**config.mk**
```make
export PLATFORM = sky130hd
export DESIGN_NAME = hpt_disk_ctrl
export DESIGN_NICKNAME = d
export VERILOG_FILES = /design/src/rtl/hpt_disk_ctrl.sv
export SDC_FILE = /design/constraint.sdc
export NUM_CORES = 1
export LEC_CHECK = 0
export BUFFER_PORTS_ARGS = -buffer_cell sky130_fd_sc_hd__buf_4
export CORE_ASPECT_RATIO = 0.7
export CORE_UTILIZATION = 52
export CTS_BUF_LIST = sky130_fd_sc_hd__clkbuf_8 sky130_fd_sc_hd__clkbuf_16
export CTS_CLUSTER_DIAMETER = 50
export DETAILED_ROUTE_END_ITERATION = 8
export PLACE_DENSITY = 0.89
export SYNTH_ARGS = -nofsm -noshare
export SYNTH_HDL_FRONTEND = slang
export SYNTH_SLANG_ARGS = --single-unit
```
**constraint.sdc**
```tcl
create_clock -name clk -period 4.85 [get_ports clk]
set_clock_uncertainty 0.1 [all_clocks]
set_input_delay 0.2425 -clock clk [delete_from_list [all_inputs] [get_ports clk]]
set_output_delay 0.2425 -clock clk [all_outputs]
set_load 0.02 [all_outputs]
```
**src/rtl/hpt_disk_ctrl.sv**
```systemverilog
module hpt_disk_ctrl #(
  parameter int AW = 15,
  parameter int DW = 16,
  parameter int WPS = 256,
  parameter int SEC_PER_TRK = 8,
  parameter int TRK_PER_DISK = 128,
  parameter int DISKS = 8,
  localparam int WIX_W = $clog2(WPS),
  localparam int DK_W = $clog2(DISKS),
  localparam int DA_W = DK_W + $clog2(SEC_PER_TRK * TRK_PER_DISK),
  localparam int XA_W = DA_W + WIX_W,
  localparam int CAP_W = XA_W + 1
) (
  input  logic             clk,
  input  logic             rst_n,
  input  logic             reg_wr,
  input  logic [1:0]       reg_sel,
  input  logic [AW-1:0]    reg_wdata,
  output logic [DW-1:0]    reg_rdata,
  input  logic             pls_clr,
  input  logic             pls_rd,
  input  logic             pls_wr,
  input  logic             irq_mask,
  input  logic [DISKS-1:0] wlock,
  input  logic [CAP_W-1:0] cap_words,
  input  logic             sector_here,
  input  logic             tst_late,
  input  logic             tst_parity,
  output logic [DA_W-1:0]  target_da,
  output logic             busy,
  output logic             done,
  output logic             irq,
  output logic             mem_valid,
  output logic             mem_we,
  output logic [AW-1:0]    mem_addr,
  output logic [DW-1:0]    mem_wdata,
  input  logic             mem_ready,
  input  logic [DW-1:0]    mem_rdata,
  output logic             dsk_valid,
  output logic             dsk_we,
  output logic [XA_W-1:0]  dsk_addr,
  output logic [DW-1:0]    dsk_wdata,
  input  logic             dsk_ready,
  input  logic [DW-1:0]    dsk_rdata
);
  localparam logic [4:0] ST_LOCK = 5'h11;
  localparam logic [4:0] ST_NODISK = 5'h05;
  localparam logic [AW-1:0] ADV_RD = AW'(WPS);
  localparam logic [AW-1:0] ADV_WR = AW'(WPS + 3);

  typedef enum logic [1:0] {S_IDLE, S_WAIT, S_GET, S_PUT} st_t;

  st_t              st;
  logic             fn_wr;
  logic [DA_W-1:0]  da;
  logic [AW-1:0]    ma;
  logic [4:0]       stat, stat_n;
  logic             busy_q, done_q;
  logic [WIX_W-1:0] wix;
  logic [DW-1:0]    wbuf;

  wire any_pls = pls_clr | pls_rd | pls_wr;
  wire ld_da = reg_wr && reg_sel == 2'd1;
  wire ld_ma = reg_wr && reg_sel == 2'd3;
  wire [DA_W-1:0] da_n = ld_da ? reg_wdata[DA_W-1:0] : da;
  wire [DK_W-1:0] dk_n = da_n[DA_W-1 -: DK_W];
  wire locked = pls_wr && wlock[dk_n];
  wire no_disk = (pls_rd || pls_wr) && !locked &&
                 ({1'b0, da_n, {WIX_W{1'b0}}} >= cap_words);
  wire go = (pls_rd || pls_wr) && !locked && !no_disk;
  wire step = (mem_valid && mem_ready) || (dsk_valid && dsk_ready);
  wire last = st == S_PUT && step && (&wix);

  assign dsk_valid = (st == S_GET && !fn_wr) || (st == S_PUT && fn_wr);
  assign mem_valid = (st == S_GET && fn_wr) || (st == S_PUT && !fn_wr);
  assign mem_we = !fn_wr;
  assign dsk_we = fn_wr;
  assign mem_addr = ma + AW'(wix);
  assign dsk_addr = {da, wix};
  assign mem_wdata = wbuf;
  assign dsk_wdata = wbuf;
  assign target_da = da;
  assign busy = busy_q;
  assign done = done_q;
  assign irq = done_q & ~irq_mask;

  always_comb begin
    case (reg_sel)
      2'd0:    reg_rdata = DW'(stat);
      2'd2:    reg_rdata = DW'(ma);
      default: reg_rdata = '0;
    endcase
  end

  always_comb begin
    stat_n = stat;
    if (any_pls) stat_n = locked ? ST_LOCK : (no_disk ? ST_NODISK : 5'h00);
    else if (last) stat_n = 5'h00;
    if (tst_late) stat_n = stat_n | 5'h09;
    if (tst_parity) stat_n = stat_n | 5'h03;
  end

  always_ff @(posedge clk) begin
    if (!rst_n) begin
      st <= S_IDLE;
      fn_wr <= 1'b0;
      da <= '0;
      ma <= '0;
      stat <= '0;
      busy_q <= 1'b0;
      done_q <= 1'b0;
      wix <= '0;
      wbuf <= '0;
    end else begin
      stat <= stat_n;
      da <= da_n;
      if (ld_ma) ma <= reg_wdata;
      else if (last && !any_pls) ma <= ma + (fn_wr ? ADV_WR : ADV_RD);
      if (any_pls) begin
        busy_q <= go;
        done_q <= locked | no_disk;
        st <= go ? S_WAIT : S_IDLE;
        fn_wr <= pls_wr;
        wix <= '0;
      end else begin
        case (st)
          S_WAIT: if (sector_here) st <= S_GET;
          S_GET: if (step) begin
            wbuf <= fn_wr ? mem_rdata : dsk_rdata;
            st <= S_PUT;
          end
          S_PUT: if (step) begin
            wix <= wix + 1'b1;
            if (last) begin
              st <= S_IDLE;
              busy_q <= 1'b0;
              done_q <= 1'b1;
            end else st <= S_GET;
          end
          default: ;
        endcase
      end
    end
  end

  a_r9_busy_done_exclusive: assert property (@(posedge clk) disable iff (!rst_n)
    !(busy_q && done_q));

  a_r6_no_early_handshake: assert property (@(posedge clk) disable iff (!rst_n)
    $rose(busy_q) |-> !mem_valid && !dsk_valid);

  a_r4_locked_write: assert property (@(posedge clk) disable iff (!rst_n)
    pls_wr && wlock[dk_n] && !tst_late && !tst_parity
    |=> done_q && !busy_q && stat == ST_LOCK && !mem_valid && !dsk_valid);

  a_r5_beyond_capacity: assert property (@(posedge clk) disable iff (!rst_n)
    (pls_rd || pls_wr) && !(pls_wr && wlock[dk_n]) && !tst_late && !tst_parity &&
    ({1'b0, da_n, {WIX_W{1'b0}}} >= cap_words)
    |=> done_q && !busy_q && stat == ST_NODISK);

  a_r3_clear_pulse: assert property (@(posedge clk) disable iff (!rst_n)
    pls_clr && !pls_rd && !pls_wr && !tst_late && !tst_parity
    |=> !busy_q && !done_q && stat == 5'h00 && !mem_valid && !dsk_valid);

  a_r7_read_advance: assert property (@(posedge clk) disable iff (!rst_n)
    last && !fn_wr && !any_pls && !ld_ma |=> ma == $past(ma) + ADV_RD);

  a_r8_write_advance: assert property (@(posedge clk) disable iff (!rst_n)
    last && fn_wr && !any_pls && !ld_ma |=> ma == $past(ma) + ADV_WR);
endmodule

```
After elaboration in Yosys (flattened, before gate mapping)

Cells that the tools add are included.
W data, S select, Z words.

$add $sub $neg: 3
Order comparisons: 2
Eq/ne operators: 9
Muxes and demuxes: 29
Bitwise gates (word level): 7
Reduce and logical (&&, ||, !) cells: 36

Operator list:

| operator              | number |
|---|---|
| $mux W15              | 2 |
| $pmux W15 S2          | 1 |
| $ge A21 B22 Y1        | 1 |
| $mux W16              | 1 |
| $add A15 B8 Y15       | 1 |
| $add A15 B9 Y15       | 1 |
| $logic_and A1 B1 Y1   | 15 |
| $mux W5               | 3 |
| $mux W2               | 7 |
| $mux W13              | 1 |
| $mux W1               | 10 |
| $ne A3 B3 Y1 const B  | 3 |
| $add A8 B1 Y8 const B | 1 |
| $eq A2 B2 Y1 const B  | 4 |
| $reduce_and A8 Y1     | 1 |
| $reduce_bool A2 Y1    | 4 |
| $reduce_bool A4 Y1    | 2 |
| $pmux W2 S3           | 1 |
| $reduce_and A3 Y1     | 2 |
| $eq A2 B1 Y1 const B  | 2 |
| $logic_not A1 Y1      | 4 |
| $logic_or A1 B1 Y1    | 4 |
| $lt A3 B4 Y1 const B  | 1 |
| $mux W4               | 1 |
| other kinds (9)       | 13 |

Bits in registers: 62
Input port bits: 91
Output and inout bits: 104
Word-level logic and storage cells: 96

Logic depth before layout (Yosys ltp)

Gate-level depths: netlist of run 1.

Word-level depth: 14
Depth in mapped cells: 12
Mapped depth without buffers: 10

Worst setup path after synthesis of run 1

OpenSTA, ideal clock, no wires.

Kind: reg-to-output
Start: reg wix[0]
End: out mem_addr[14]
Arrival: 2.462 ns
Data required time: 4.508 ns
Setup slack: 2.045 ns
Stages on the path, launching flop included: 10
Path buffers: 0
Path through: dfxtp_1 -> ha_1 -> inv_1 -> fa_1 -> nor2b_1 -> o21ai_1 -> a21boi_1 -> o21ai_1 -> a2111oi_0 -> xor2_1

Cells in the longest elaborated chain, start to end: 1

Ends and longest elaborated chain:

| element                  | RTL line | source |
|---|---|---|
| start: declaration       | 59       | `logic [WIX_W-1:0] wix;` |
| start signal: assignment | 133      | `wix <= wix + 1'b1;` |
| $add A15 B8 Y15          | 78       | `assign mem_addr = ma + AW'(wix);` |
| end: declaration         | 35       | `output logic [AW-1:0] mem_addr,` |

No other way between the ends.

Final worst setup path of run 1

Same ends and word-level chain as after synthesis.

==> flow_metrics.py, run 1 <==
metrics = {
    "final_layout": {
        "antennaDiodeCount": 0,
        "drive_gt1_share_pct": 35.64,
        "design_area_mm2": 0.005927,
        "area_delta_synth_final_pct": 35.30,
        "fin_cells": 766,
        "layout_commonest_cell": "buf_4",
        "fillers": 556,
        "final_cell_mix": "buf_4 (195), dfxtp_1 (62), nor2_1 (48), mux2i_1 (36), inv_1 (34)",
        "finish.utilization_pct": 74.03,
        "nets": 780,
    },
    "placement": {
        "dp_hpwl_mm": 9.735,
        "place.gp.congestion": 0.9737,
        "place_inst": 750,
        "io_buffers": 193,
        "placed_area_mm2": 0.005624,
    },
    "power": {
        "leakage_uw": 0.002867,
        "powerDensity_mw_per_mm2": 243.8,
        "vdd_ir_drop_max_mv": 0.1478,
    },
    "routing": {
        "drt_pre_antenna_iters": 6,
        "drc": 8,
        "viasPerCell": 5.621,
        "ant_nets": 0,
        "first_iter_violations": 247,
        "wl_mm": 12.55,
        "num_vias": 4306,
        "wl_per_cell_um": 16.39,
    },
    "sta": {
        "setup_viol": 0,
        "max_freq_mhz": 297.2,
        "fin_crit_ns": 3.365,
        "hold_viol_final": 0,
        "worst_pin_slew_ns": 0.9750,
        "relSlewSlack_pct": 34.82,
        "rsz0062_at_grt": "false",
        "finalCritPeriodShare_pct": 69.38,
        "slew_violations": 0,
        "tns_ns": 0,
    },
    "floorplan": {
        "coreArea_mm2": 0.008006,
        "die_y_um": 78.79,
        "fp.dieArea_mm2": 0.008801,
        "die_x_um": 111.7,
        "io_pins": 195,
        "row_count": 27,
        "start_util_pct": 54.71,
    },
    "job": {
        "drv_cap": 0,
    },
    "setup_path": {
        "worstPathMaxFanout": 5,
        "rr_worst_depth": 8,
        "reg2reg_to": "ma[14]$_SDFFE_PN0P_",
        "cp.arrival_ns": 3.02,
        "startpoint_type": "flop",
        "reg2reg_slack_ns": 2.40,
        "end_kind": "output port",
        "worstPathRequired_ns": 4.51,
        "crit-reg2reg-launch": "dsk_we$_SDFFE_PN0P_",
        "path_class": "reg -> out",
    },
    "global_routing": {
        "antenna_found_initial": 0,
        "grt-ovfl-total": 0,
        "grt_usage_pct": 28.65,
        "first_global_vias": 4081,
        "grt_pass1_wl_mm": 19.98,
        "grt_max_degree": 33,
    },
    "synth": {
        "syn_area_mm2": 0.004380,
        "syn_nets": 627,
        "synthDistinctLibCells": 66,
        "syn_area_per_cell_um2": 8.640,
        "syn_inst": 507,
        "yosysSeqAreaShare_pct": 28.33,
        "synthArstFlopShare_pct": 0,
        "ys_ff_latch": 62,
        "synth_edf_count": 0,
        "ys.flop_type": "dfxtp_1",
        "ys.warnings.count": 0,
    },
    "clock_tree": {
        "clock_latency_ns": 0.33,
        "cts.htree.levels": 3,
        "hold_buffers": 0,
        "clk_pin_slew_worst_paths_ns": 0.05,
        "cts_resized": 0,
        "cts_num_sinks": 62,
        "root_buffer": "clkbuf_16",
        "clockBufferDepth": 2,
        "cts_tree": "yes",
        "cts_setup_buffers": 0,
        "numCtsBuffers": 9,
    },
    "min_path": {
        "worstHoldEndpoint": "stat[3]$_SDFFE_PN0P_",
        "whs_path_depth": 3,
        "min_from": "tst_late",
        "worstHoldPathType": "in -> reg",
    },
    "outcome": {
        "run_status": "finished with violations",
        "failed_checks": "DRC",
    },
}
per-stage QoR:
stage	setup WS, ns	power, uW	hold WS [ns]
after floorplan	2.045	694.1	0.2599
after global placement	2.073	797.5	0.3457
after detailed placement	1.849	806.0	0.3511
after CTS	1.498	1449	0.03733
after global routing	1.336	1500	0.05685
final	1.485	1445	0.04391
worst max-delay path by stage:
stage,slack [ns],start,end,cells past startpoint
after floorplan,2.05,wix[0]$_SDFFE_PP0P_,mem_addr[14],9
after global placement,2.07,reg_sel[1],busy$_SDFFE_PN0P_,10
after detailed placement,1.85,wix[0]$_SDFFE_PP0P_,mem_addr[14],10
after CTS,1.50,wix[0]$_SDFFE_PP0P_,mem_addr[14],10
after global routing,1.34,wix[0]$_SDFFE_PP0P_,mem_addr[14],10
final,1.49,wix[0]$_SDFFE_PP0P_,mem_addr[14],10
state kept, by name, summed over array words and instances, names as in the netlist:
register   count
st             2
ma            15
dsk_we         1
busy           1
done           1
dsk_wdata     16
target_da     13
stat           5
wix            8
critical path, cell delays in order, from the launching register on:
cell and delay, ns:
dfxtp_1 0.44, ha_1 0.22, inv_1 0.06, fa_1 0.41, nor2b_1 0.13, o21ai_1 0.08, a21boi_1 0.19, o21ai_1 0.15
a2111oi_0 0.65, xor2_1 0.20, buf_4 0.16
cell usage after synthesis, types with 3 or more instances:
cell type   n  area share [%]
a211oi_1   21             3.6
buf_4      31             5.3
nand2_1    23             2.0
o21a_1      4            0.69
dfxtp_1    62              28
a21o_1      5            0.86
inv_1      32             2.7
and2_1     24             3.4
mux2i_1    36             8.2
xor2_1     15             3.0
buf_2       6            0.69
nor2_1     48             4.1
or3_1       3            0.43
o21ai_0    20             2.3
ha_1       27             7.7
nand2b_1    3            0.43
mux2_2     12             3.1
clkbuf_1   14             1.2
a2111oi_0   3            0.60
and3_1      3            0.43
nand4_1     6            0.86
o21ai_1     4            0.46
nor2b_1     3            0.43
a21oi_1    30             3.4
nor3_1      4            0.46
nand3_1     8            0.91
xnor2_1    15             3.0
per-layer routing:
metal  up-vias  routed length (um)  track usage, %
met2       197                6084           48.26
met1      2035                5295           35.68
met5         -                   0               0
met4         0                 196           9.730
li1       2056                   -               -
met3        18                 976           7.481
where the power goes:
| part | internal, uW | switching [uW] | total (uW) |
|---|---|---|---|
| sequential | 526 | 18.2 | 544 |
| combinational | 129 | 128 | 257 |
| clock | 421 | 224 | 645 |
layout make-up:
cell class / count / area (um2) / area share, %
multi-input cells: 359 / 2669 / 45.03
repair buffers: 195 / 1464 / 24.70
flip-flops and latches: 62 / 1241 / 20.94
clock buffers: 11 / 252.7 / 4.264
well taps: 101 / 126.4 / 2.132
inverters: 33 / 123.9 / 2.090
clock inverters: 5 / 50.05 / 0.8444
kinds of logic (layout without fill, tap and decap cells):
family | after synthesis | after routing | synth area share (%)
xor gates and xnor gates | 30 | 30 | 5.998
and+or+nand+nor | 138 | 138 | 16.60
AOI/OAI and AO/OA | 110 | 110 | 17.14
buffers and inverters | 86 | 244 | 10.74
DFF | 62 | 62 | 28.33
adders and majority gates | 29 | 29 | 8.626
muxes | 51 | 51 | 12.48
other | 1 | 1 | 0.08561
(Power assumes the default switching activity.)
==> inputs of run 2 (changes only) <==
--- a/config.mk
+++ b/config.mk
@@ -5,13 +5,14 @@
 export SDC_FILE = /design/constraint.sdc
 export NUM_CORES = 1
 export LEC_CHECK = 0
+export ABC_AREA = 1
 export BUFFER_PORTS_ARGS = -buffer_cell sky130_fd_sc_hd__buf_4
 export CORE_ASPECT_RATIO = 0.7
-export CORE_UTILIZATION = 52
+export CORE_UTILIZATION = 48
 export CTS_BUF_LIST = sky130_fd_sc_hd__clkbuf_8 sky130_fd_sc_hd__clkbuf_16
 export CTS_CLUSTER_DIAMETER = 50
 export DETAILED_ROUTE_END_ITERATION = 8
-export PLACE_DENSITY = 0.89
+export PLACE_DENSITY = 0.83
 export SYNTH_ARGS = -nofsm -noshare
 export SYNTH_HDL_FRONTEND = slang
 export SYNTH_SLANG_ARGS = --single-unit
==> constraint.sdc (replaced) <==
create_clock -name clk -period 3.4 [get_ports clk]
set_clock_uncertainty 0.1 [all_clocks]
set_input_delay 0.17 -clock clk [delete_from_list [all_inputs] [get_ports clk]]
set_output_delay 0.17 -clock clk [all_outputs]
set_load 0.02 [all_outputs]
==> run 2 against run 1 <==
The run now ends clean. Worst setup slack lost 1.1 ns. Worst hold slack lost 0.031 ns. Power grew 40%. Clock power grew 43%. Non-clock buffer count grew 2. Largest cell class unchanged. Largest power group unchanged. Highest routed layer unchanged.
==> flow_metrics.py, run 2 <==
metrics = {
    "outcome": {
        "run_status": "finished clean",
    },
    "placement": {
        "place.gp.congestion": 0.9168,
        "placed_area_mm2": 0.005715,
        "dp_hpwl_mm": 10.23,
        "io_buffers": 193,
    },
    "final_layout": {
        "drive_gt1_share_pct": 27.97,
        "finish.utilization_pct": 69.38,
        "area_delta_synth_final_pct": 36.56,
        "design_area_mm2": 0.006028,
        "largest_reg_flops": 16,
        "antennaDiodeCount": 0,
        "regArea_mm2": 0.001241,
        "fillers": 756,
        "layout_commonest_cell": "buf_4",
        "multi_input_comb_area_mm2": 0.002451,
        "final_cell_mix": "buf_4 (196), nand2_1 (135), inv_1 (104), nor2_1 (64), dfxtp_1 (62)",
        "nets": 948,
    },
    "setup_path": {
        "worst_path_max_delay_cell": "dfxtp_1",
        "startpoint_type": "flop",
        "worstPathRequired_ns": 3.13,
        "worstPathMaxFanout": 5,
        "cp_top_family": "adder cells",
        "crit_buf_inv": 2,
        "slowest_delay_ns": 0.41,
        "path_class": "reg -> out",
        "end_kind": "output port",
        "worstPathCellList": "ha_1, inv_1, fa_1, o211ai_1, nand2_1, o211ai_1, nand3_1, nor2_1, xor2_1, buf_4",
        "crit-reg2reg-launch": "dsk_we$_SDFFE_PN0P_",
        "critPathLaunch": "wix[0]$_SDFFE_PP0P_",
        "path_common_cell": "o211ai_1",
        "cp.arrival_ns": 2.71,
    },
    "synth": {
        "ys.warnings.count": 0,
        "syn_nets": 790,
        "synthSimpleGateAreaFrac_pct": 26.64,
        "synth-xor-area-share_pct": 3.968,
        "yosysSeqAreaShare_pct": 28.12,
        "yosysTopAreaCell": "dfxtp_1",
        "synthDistinctLibCells": 38,
        "synthAdderAreaFrac_pct": 8.560,
        "yosys-top-cells-count": "nand2_1 (135), inv_1 (102), nor2_1 (64)",
        "ys_ff_latch": 62,
        "synth_top_family_by_area": "simple AND/OR/NAND/NOR gates",
        "synth_top_area_share_pct": 28.12,
        "yosysMostFrequentCell": "nand2_1",
        "synth_area_leaders": "dfxtp_1 (28%), nand2_1 (11%), inv_1 (8.7%)",
        "synthArstFlopShare_pct": 0,
        "ys.flop_type": "dfxtp_1",
        "synth_mux_area_share_pct": 0,
        "syn_area_per_cell_um2": 6.588,
        "syn_inst": 670,
        "synth_edf_count": 0,
        "synth_compound_area_share_pct": 16.27,
        "syn_area_mm2": 0.004414,
    },
    "routing": {
        "wl_met3_mm": 1.121,
        "met1Wirelength_mm": 5.775,
        "dr_wl_met2_mm": 6.450,
        "drc": 0,
        "drt_pre_antenna_iters": 5,
        "top_layer": "met4",
        "num_vias": 4947,
        "ant_nets": 0,
        "first_iter_violations": 327,
        "wl_per_cell_um": 14.28,
        "viasPerCell": 5.191,
        "wl_mm": 13.61,
    },
    "floorplan": {
        "die_y_um": 82.24,
        "io_pins": 195,
        "die_x_um": 116.6,
        "row_count": 28,
        "coreArea_mm2": 0.008688,
        "fp.dieArea_mm2": 0.009590,
        "start_util_pct": 50.81,
    },
    "clock_tree": {
        "numCtsBuffers": 9,
        "clk_pin_slew_worst_paths_ns": 0.05,
        "clock_latency_ns": 0.32,
        "clockBufferDepth": 2,
        "cts_tree": "yes",
        "cts_setup_buffers": 0,
        "cts_resized": 0,
        "root_buffer": "clkbuf_16",
        "cts_num_sinks": 62,
        "cts.htree.levels": 3,
        "hold_buffers": 1,
    },
    "power": {
        "powerDensity_mw_per_mm2": 334.6,
        "vdd_ir_drop_max_mv": 0.2517,
        "leakage_uw": 0.003021,
        "power_uw": 2017,
    },
    "job": {
        "drv_cap": 0,
    },
    "global_routing": {
        "grt-ovfl-total": 0,
        "grt_pass1_wl_mm": 21.11,
        "grt_max_degree": 33,
        "antenna_found_initial": 0,
        "first_global_vias": 4530,
        "grt_usage_pct": 28.14,
    },
    "sta": {
        "rsz0062_at_grt": "false",
        "relSlewSlack_pct": 49.22,
        "fin_crit_ns": 2.979,
        "finalCritPeriodShare_pct": 87.61,
        "setup_viol": 0,
        "tns_ns": 0,
        "slew_violations": 0,
        "worst_pin_slew_ns": 0.7609,
        "hold_viol_final": 0,
        "max_freq_mhz": 335.7,
    },
    "min_path": {
        "worstHoldPathType": "in -> reg",
        "min_from": "tst_parity",
    },
}
run 2: cell types whose count changed in the layout (fill, tap and decap cells not counted), moves of 24 or more:
cell,delta
and2_1,-24
inv_1,+70
mux2i_1,-36
nand2_1,+112
nand3_1,+34
o21ai_0,+36
run 2: tightest hold or removal path, stage by stage:
cell and delay (ns):
buf_4 0.12, inv_1 0.04, a21oi_1 0.05
run 2: stage by stage:
step / setup slack [ns] / std cells / hold WS, ns
detailed placement: 0.7688 / 936 / 0.3237
floorplan: 0.7036 / 670 / 0.1874
CTS: 0.4363 / 953 / 0.007213
finish: 0.4213 / 953 / 0.01277
global route: 0.1599 / 953 / 0.02838
global placement: 0.8762 / 936 / 0.3255
run 2: power by group:
group / internal (uW) / switching, uW / total, uW
clock: 600 / 323 / 923
sequential: 745 / 16.5 / 762
combinational: 150 / 182 / 332
run 2: kinds of logic (layout without fill, tap and decap cells):
group / after synthesis / in the layout
xor+xnor: 20 / 20
simple gates: 272 / 272
flops: 62 / 62
compound gates: 129 / 129
other cells: 1 / 1
fa+ha+maj: 29 / 29
buf+inv: 157 / 320
run 2: worst paths after layout:
kind	end	slack (ns)	cells past startpoint
setup / recovery	mem_addr[14]	0.42	10
setup reg to reg	ma[14]$_SDFFE_PN0P_	0.62	11
hold reg to reg	stat[1]$_SDFFE_PN0P_	0.37	2
hold / removal	stat[1]$_SDFFE_PN0P_	0.01	3
run 2: metal layers:
metal | track usage (%) | vias up
li1 | - | 2446
met1 | 36.02 | 2234
met2 | 47.51 | 237
met3 | 6.131 | 30
met4 | 8.987 | 0
met5 | 0 | -
run 2: cell type report:
| class | instances | area share (%) |
|---|---|---|
| Clock buffer | 11 | 4.193 |
| Inverter | 107 | 6.663 |
| Multi-Input combinational cell | 451 | 40.66 |
| Timing Repair Buffer | 197 | 24.57 |
| Clock inverter | 5 | 0.8302 |
| Sequential cell | 62 | 20.59 |
| Tap cell | 120 | 2.491 |
==> inputs of run 3 (changes only) <==
--- a/config.mk
+++ b/config.mk
@@ -12,7 +12,7 @@
 export CTS_BUF_LIST = sky130_fd_sc_hd__clkbuf_8 sky130_fd_sc_hd__clkbuf_16
 export CTS_CLUSTER_DIAMETER = 50
 export DETAILED_ROUTE_END_ITERATION = 8
-export PLACE_DENSITY = 0.83
+export PLACE_DENSITY = 0.85
 export SYNTH_ARGS = -nofsm -noshare
 export SYNTH_HDL_FRONTEND = slang
 export SYNTH_SLANG_ARGS = --single-unit
==> run 3 against run 2 <==
Worst hold slack worse by 0.0026 ns. Sequential share of layout area is 0.069 points higher. Maximum frequency is 0.11% lower. Register-to-register slack worse by 0.04 ns. Power is 1.2% lower. Final cell count is 0.21% lower. Combinational power hardly changed. Sequential power hardly changed. Critical path type unchanged. Largest cell class unchanged.
==> flow_metrics.py, run 3 (synthesized netlist as in run 2, its figures left out) <==
metrics = {
    "final_layout": {
        "drive_gt1_share_pct": 27.92,
        "fillers": 746,
        "final_cell_mix": "buf_4 (195), nand2_1 (135), inv_1 (103), nor2_1 (64), dfxtp_1 (62)",
        "antennaDiodeCount": 0,
        "regArea_mm2": 0.001241,
        "nets": 947,
        "largest_reg_flops": 16,
        "layout_commonest_cell": "buf_4",
        "fin_cells": 951,
        "area_delta_synth_final_pct": 36.11,
        "finish.utilization_pct": 69.15,
        "multi_input_comb_area_mm2": 0.002451,
    },
    "setup_path": {
        "cp.arrival_ns": 2.71,
        "path_class": "reg -> out",
        "worstPathRequired_ns": 3.13,
        "worstPathMaxFanout": 5,
        "end_kind": "output port",
        "startpoint_type": "flop",
    },
    "power": {
        "power_uw": 1994,
        "leakage_uw": 0.003008,
        "pwr-share-clk_pct": 45.0,
        "vdd_ir_drop_max_mv": 0.1868,
        "p_sw_share_pct": 26.11,
        "power_frac_seq_pct": 38.2,
        "p_sw_uw": 520.7,
        "powerDensity_mw_per_mm2": 331.9,
        "pwr-share-comb_pct": 16.8,
        "p_int_uw": 1473,
    },
    "sta": {
        "fin_crit_ns": 2.982,
        "tns_ns": 0,
        "hold_viol_final": 0,
        "finalCritPeriodShare_pct": 87.71,
        "relSlewSlack_pct": 38.80,
        "timing.final.ws_setup_ns": 0.4179,
        "setup_viol": 0,
        "worst_pin_slew_ns": 0.9155,
        "slew_violations": 0,
        "rsz0062_at_grt": "false",
        "max_freq_mhz": 335.3,
    },
    "clock_tree": {
        "root_buffer": "clkbuf_16",
        "cts_tree": "yes",
        "cts.htree.levels": 3,
        "clockBufferDepth": 2,
        "numCtsBuffers": 9,
        "cts_resized": 0,
        "cts_num_sinks": 62,
        "clk_pin_slew_worst_paths_ns": 0.05,
        "cts_setup_buffers": 0,
        "hold_buffers": 1,
        "clock_latency_ns": 0.33,
    },
    "floorplan": {
        "fp.dieArea_mm2": 0.009590,
        "die_y_um": 82.24,
        "io_pins": 195,
        "row_count": 28,
        "start_util_pct": 50.81,
        "coreArea_mm2": 0.008688,
        "die_x_um": 116.6,
    },
    "routing": {
        "drt_pre_antenna_iters": 5,
        "wl_mm": 13.70,
        "wl_per_cell_um": 14.40,
        "drc": 0,
        "ant_nets": 0,
        "num_vias": 4917,
        "first_iter_violations": 317,
        "viasPerCell": 5.170,
    },
    "global_routing": {
        "antenna_found_initial": 0,
        "grt_usage_pct": 28.35,
        "grt_pass1_wl_mm": 21.05,
        "grt-ovfl-total": 0,
        "grt_max_degree": 33,
        "first_global_vias": 4475,
    },
    "placement": {
        "io_buffers": 193,
        "place_inst": 935,
        "dp_hpwl_mm": 10.52,
        "dp_slack_ns": 0.6772,
        "place.gp.congestion": 0.9171,
    },
    "outcome": {
        "run_status": "finished clean",
    },
    "job": {
        "drv_cap": 0,
    },
    "min_path": {
        "worstHoldPathType": "in -> reg",
    },
}
-- run 3: final cells by class --
| type | instances | share of cell area, % |
|---|---|---|
| multi-input combinational | 451 | 40.80 |
| clock inverter | 5 | 0.8538 |
| inverter | 107 | 6.685 |
| timing repair buffer | 196 | 24.53 |
| tap | 120 | 2.499 |
| clock buffer | 10 | 3.978 |
| sequential | 62 | 20.66 |
-- run 3: final timing paths --
path / start / end / slack, ns / cells past startpoint
max: wix[0]$_SDFFE_PP0P_ / mem_addr[14] / 0.42 / 10
min: tst_parity / stat[1]$_SDFFE_PN0P_ / 0.01 / 3
max reg2reg: dsk_we$_SDFFE_PN0P_ / ma[14]$_SDFFE_PN0P_ / 0.58 / 11
min reg2reg: stat[1]$_SDFFE_PN0P_ / stat[1]$_SDFFE_PN0P_ / 0.37 / 2
-- run 3: stage by stage --
stage / cell area [um2] / hold WS, ns
detailed placement: 5708 / 0.3173
global placement: 5708 / 0.3230
global route: 6008 / 0.01772
finish: 6008 / 0.01018
CTS: 6008 / 0.004449
floorplan: 4414 / 0.1874
-- run 3: power groups by stage --
stage / Combinational [uW] / Sequential [uW] / Clock, uW
3_3_place_gp: 316 / 775 / 0
3_5_place_dp: 327 / 776 / 0
2_1_floorplan: 169 / 782 / 0
5_1_grt: 365 / 764 / 940
4_1_cts: 332 / 761 / 904
6_report: 334 / 762 / 898
-- run 3: layer usage --
metal / vias up / share of wire, % / GRT usage, %
met3: 21 / 7.6 / 6.788
met5: - / 0 / 0
met2: 225 / 47 / 46.15
met4: 0 / 1.3 / 6.962
li1: 2432 / - / -
met1: 2239 / 44 / 37.95
-- run 3: critical path, stage by stage (launching register included) --
cell	delay, ns
dfxtp_1	0.40
ha_1	0.21
inv_1	0.06
fa_1	0.41
o211ai_1	0.39
nand2_1	0.10
o211ai_1	0.15
nand3_1	0.18
nor2_1	0.16
xor2_1	0.17
buf_4	0.16
